[src/rtl/dm_addr_gen.sv]
module dm_addr_gen #(
  parameter int QW      = 6,
  parameter int IOW     = 6,
  parameter int RF_END  = 32,
  parameter int IO_END  = 96
) (
  input  logic           clk,
  input  logic           rst_n,
  input  logic           valid_i,
  input  logic [2:0]     mode_i,
  input  logic [1:0]     sel_i,
  input  logic [QW-1:0]  disp_i,
  input  logic [15:0]    direct_i,
  input  logic [15:0]    ptr_x_i,
  input  logic [15:0]    ptr_y_i,
  input  logic [15:0]    ptr_z_i,
  input  logic [IOW-1:0] io_num_i,
  output logic [15:0]    io_addr_o,
  output logic           acc_o,
  output logic           err_o,
  output logic [15:0]    addr_o,
  output logic [1:0]     region_o,
  output logic           wb_en_o,
  output logic [4:0]     wb_lo_idx_o,
  output logic [7:0]     wb_lo_o,
  output logic [7:0]     wb_hi_o
);
  localparam logic [2:0] M_DIR = 3'd0, M_IND = 3'd1, M_DSP = 3'd2,
                         M_PRE = 3'd3, M_PST = 3'd4;
  localparam logic [15:0] RF_LIM = 16'(RF_END);
  localparam logic [15:0] IO_LIM = 16'(IO_END);

  logic [15:0] ptr, nxt_addr, nxt_wb;
  logic        bad, do_wb;

  assign io_addr_o = 16'(io_num_i) + RF_LIM;

  always_comb begin
    case (sel_i)
      2'd0:    ptr = ptr_x_i;
      2'd1:    ptr = ptr_y_i;
      2'd2:    ptr = ptr_z_i;
      default: ptr = '0;
    endcase
  end

  assign bad = (mode_i > M_PST)
             || (mode_i != M_DIR && sel_i == 2'd3)
             || (mode_i == M_DSP && sel_i == 2'd0);

  always_comb begin
    nxt_addr = ptr;
    nxt_wb   = ptr;
    do_wb    = 1'b0;
    case (mode_i)
      M_DIR: nxt_addr = direct_i;
      M_IND: nxt_addr = ptr;
      M_DSP: nxt_addr = ptr + 16'(disp_i);
      M_PRE: begin
        nxt_addr = ptr - 16'd1;
        nxt_wb   = ptr - 16'd1;
        do_wb    = 1'b1;
      end
      M_PST: begin
        nxt_addr = ptr;
        nxt_wb   = ptr + 16'd1;
        do_wb    = 1'b1;
      end
      default: ;
    endcase
  end

  always_ff @(posedge clk) begin
    if (!rst_n) begin
      acc_o       <= 1'b0;
      err_o       <= 1'b0;
      addr_o      <= '0;
      region_o    <= '0;
      wb_en_o     <= 1'b0;
      wb_lo_idx_o <= '0;
      wb_lo_o     <= '0;
      wb_hi_o     <= '0;
    end else begin
      acc_o   <= valid_i && !bad;
      err_o   <= valid_i && bad;
      wb_en_o <= valid_i && !bad && do_wb;
      if (valid_i && !bad) begin
        addr_o      <= nxt_addr;
        region_o    <= (nxt_addr < RF_LIM) ? 2'd0 :
                       (nxt_addr < IO_LIM) ? 2'd1 : 2'd2;
        wb_lo_idx_o <= 5'd26 + {2'b00, sel_i, 1'b0};
        wb_lo_o     <= nxt_wb[7:0];
        wb_hi_o     <= nxt_wb[15:8];
      end
    end
  end
endmodule


[config.mk]
export PLATFORM = sky130hd
export DESIGN_NAME = dm_addr_gen
export DESIGN_NICKNAME = d
export VERILOG_FILES = /design/src/rtl/dm_addr_gen.sv
export SDC_FILE = /design/constraint.sdc
export NUM_CORES = 1
export LEC_CHECK = 0
export BUFFER_PORTS_ARGS = -buffer_cell sky130_fd_sc_hd__buf_2
export CORE_ASPECT_RATIO = 1.4
export CORE_MARGIN = 10
export CORE_UTILIZATION = 38
export CTS_CLUSTER_DIAMETER = 50
export DETAILED_ROUTE_END_ITERATION = 8
export PLACE_DENSITY = 0.74
export SLEW_MARGIN = 10
export SYNTH_ARGS = -nofsm -noshare
export SYNTH_HDL_FRONTEND = slang
export SYNTH_SLANG_ARGS = --single-unit
[constraint.sdc]
create_clock -name clk -period 4.74 [get_ports clk]
set_input_delay 0.948 -clock clk [delete_from_list [all_inputs] [get_ports clk]]
set_output_delay 0.948 -clock clk [all_outputs]
set_load 0.01 [all_outputs]
==> metrics <==
CTS buffer count=5; post-synthesis average cell area=7.21 um^2; outcome=complete, no violations; WP buf/inv=3; Worst IR Drop VDD=0.128 mV; synth top area cells=dfxtp_1 (21%), nor2_1 (6.1%), a21oi_1 (6.0%), o21ai_0 (5.1%), nand2_1 (5.0%); Fin Setup TNS=0 ps; Worst EP arrival=4720 ps; largest family of logic cells by synthesized area=compound AO/OA/AOI/OAI gates; die area=14600 um^2; TritonRoute pass-1 iters=6; Die X-Extent=105 um; GRT Residual Overflow=0; post-layout worst setup margin=203 ps; Root Buffer=clkbuf_16; Final Hold Violating Endpoints=0; CTS tree=yes; final worst path period share=a little over nine tenths; nets=slightly below 800; core area=9900 um^2; dpl cells=a little over 800; # IOs=142; Seq/Total Area, Yosys=20.8%; Tot GR Track Use=20.6%; DR WL/cell=19.0 um; HPWL Detailed=12.8 mm; Crit path largest cell delay=approximately 520 ps; Power, Total=1.23 mW; initial antenna violation count=0; Cell Pwr Density=242 nW/um^2; Crit. End Element=flop; RSZ-0062 raised after global routing=no; Synth Register Bits=40; Crit path max-delay family=compound AO/OA/AOI/OAI gates; CP max FO=7; final non-filler cell total=821; vias in the first global route=4788; pin count of the biggest net entering global routing=43; clock skew=0 ps; DRC violation total after the first TritonRoute iteration=between 300 and 400; min Tclk post-route=around 4500 ps; adder-cell share of the synthesized area=between 4 and 5%; Vias/cell=5.70; clk_lat worst skew=280 ps; Setup Crit Path Kind=in -> reg; hold slack=450 ps; Maximum Capacitance Violations=0; leak pwr=~2.3 nW; worst rel slew slack=47.0%; GP Congestion=approximately 0.96; EDFF count, synth=0; first-pass GRT wire length=25.0 mm; total number of vias=between 4000 and 5000; chip height=about 140 um; top_reg_cell synth=dfxtp_1; crit-path cells=buf_2, inv_2, ha_4, a222oi_1, nor2_4, ha_2, inv_1, fa_1, nand2b_4, a21oi_4, o221ai_4, o31a_1, a211o_2, a211oi_2, nand4_1, or4_4, o41ai_2; worst slew pin tran=794 ps; multiplexer share of the synthesized area=1.66%; Port Buf Inserts=121; n_diodes=0; worst hold path type=reg -> reg; drt drc=0; H-tree levels=2; Syn. warnings=0; initial core utilization=38.8%; Slowest cell on crit path=or4_4; post-synthesis instance area=3840 um^2; Netlist cell types=71; post-place setup slack=-218 ps; Clock Path Buffers=2; share of layout cells above drive strength 1=between 30% and 40%; cell taking the most area after synthesis=dfxtp_1; Post-Synthesis Cells=about 530; Final setup viols=0; clk sinks=40; Yosys top cell area share=about a fifth; Total Wirelength=15.6 mm; row count=43; final non-filler cell area=5110 um^2; Fill cells=1029; Antenna Nets Post-Route=0; CTS Hold Bufs=0; simple-gate share of the synthesized area=25.8%; Async SR Flop Fraction=0%; area delta synth->final=32.8%; Startpoint Class=primary input; Layout Utilization=51.6%; complex-gate fraction of the synthesized area=roughly 32%; post-synthesis xor/xnor area fraction=about 3.0%; clk slew on worst S/H paths=roughly 60 ps; Worst EP required=slightly below 5000 ps; placed instance area=4870 um^2; Max Slew Vio Count=0; Fmax=220 MHz
## cells in the final DEF (no fill, tap or decap), types with 6 or more instances in the layout
| cell | instances |
|---|---|
| a211oi_1 | 8 |
| and3_1 | 6 |
| a222oi_1 | 16 |
| xnor2_1 | 6 |
| o221ai_1 | 7 |
| dfxtp_1 | 40 |
| nor3_1 | 18 |
| a21oi_1 | 45 |
| inv_1 | 12 |
| or2_2 | 6 |
| or3_1 | 6 |
| ha_1 | 7 |
| xor2_1 | 7 |
| buf_2 | 121 |
| buf_4 | 74 |
| nand3_1 | 11 |
| nand2_1 | 51 |
| o21ai_0 | 38 |
| nand2b_1 | 8 |
| conb_1 | 10 |
| nor2_1 | 60 |
| o22ai_1 | 6 |
| a31oi_1 | 15 |
## layout make-up
type	count	area (um^2)	area share [%]
multi-input cells	427	2750	53.9
repair buffers	195	1160	22.7
flip-flops and latches	40	801	15.7
well taps	135	169	3.31
clock buffers	6	129	2.52
inverters	16	60.1	1.18
clock inverters	2	35.0	0.686
## where the power goes
part / switching (mW) / internal, mW / total, mW
sequential: 0.00984 / 0.358 / 0.368
combinational: 0.282 / 0.212 / 0.494
clock: 0.125 / 0.247 / 0.372
## Yosys cell counts, drive strengths merged, types with 13 or more instances
library cell	instances
nor3	19
ha	13
a222oi	16
o21ai	39
a21oi	46
dfxtp	40
inv	15
a31oi	15
buf	26
nand2	51
nor2	63
clkbuf	32
## routing by layer
metal / GRT usage [%] / up-vias / routed length (um) / part of all wire, %
met5: 0 / - / 0 / 0
met4: 9.06 / 0 / 526 / 3.4
met3: 4.19 / 39 / 1130 / 7.2
met2: 34.7 / 239 / 7430 / 48
met1: 24.6 / 2142 / 6490 / 42
li1: - / 2261 / - / -
## logic make-up (layout without fill, tap and decap cells)
family | Yosys count | count (layout)
adders and majority gates | 14 | 14
xor gates and xnor gates | 13 | 13
DFF | 40 | 40
and+or+nand+nor | 201 | 201
muxes | 6 | 6
AOI/OAI and AO/OA | 183 | 183
buffers and inverters | 75 | 219
other | 1 | 10
## worst min-delay path: cells and delay by family (launching register included)
kind	cells	cell delay (ps)
AO/OA/AOI/OAI	1	50
flip-flops	1	300
AND/OR/NAND/NOR	1	50
## worst paths after layout
check,slack [ps],cells after the start,end,startpoint
max,200,17,region_o[0],sel_i[0]
min,450,2,addr_o[12],addr_o[12]
max reg2reg,4020,3,addr_o[11],addr_o[11]
min reg2reg,450,2,addr_o[12],addr_o[12]
## registers in the layout (all words and copies together), names as in the netlist
register / cells
acc_o: 1
region_o: 2
addr_o: 16
wb_en_o: 1
wb_hi_o: 8
wb_lo_o: 8
wb_lo_idx_o: 3
err_o: 1
## what timing repair did
| item | 4_1_cts | 5_1_grt |
|---|---|---|
| buffers inserted | 0 | 2 |
| gates resized for setup | 0 | 13 |
| endpoints found under the setup margin | 0 | 2 |
Power figures use the tool's default switching activity.
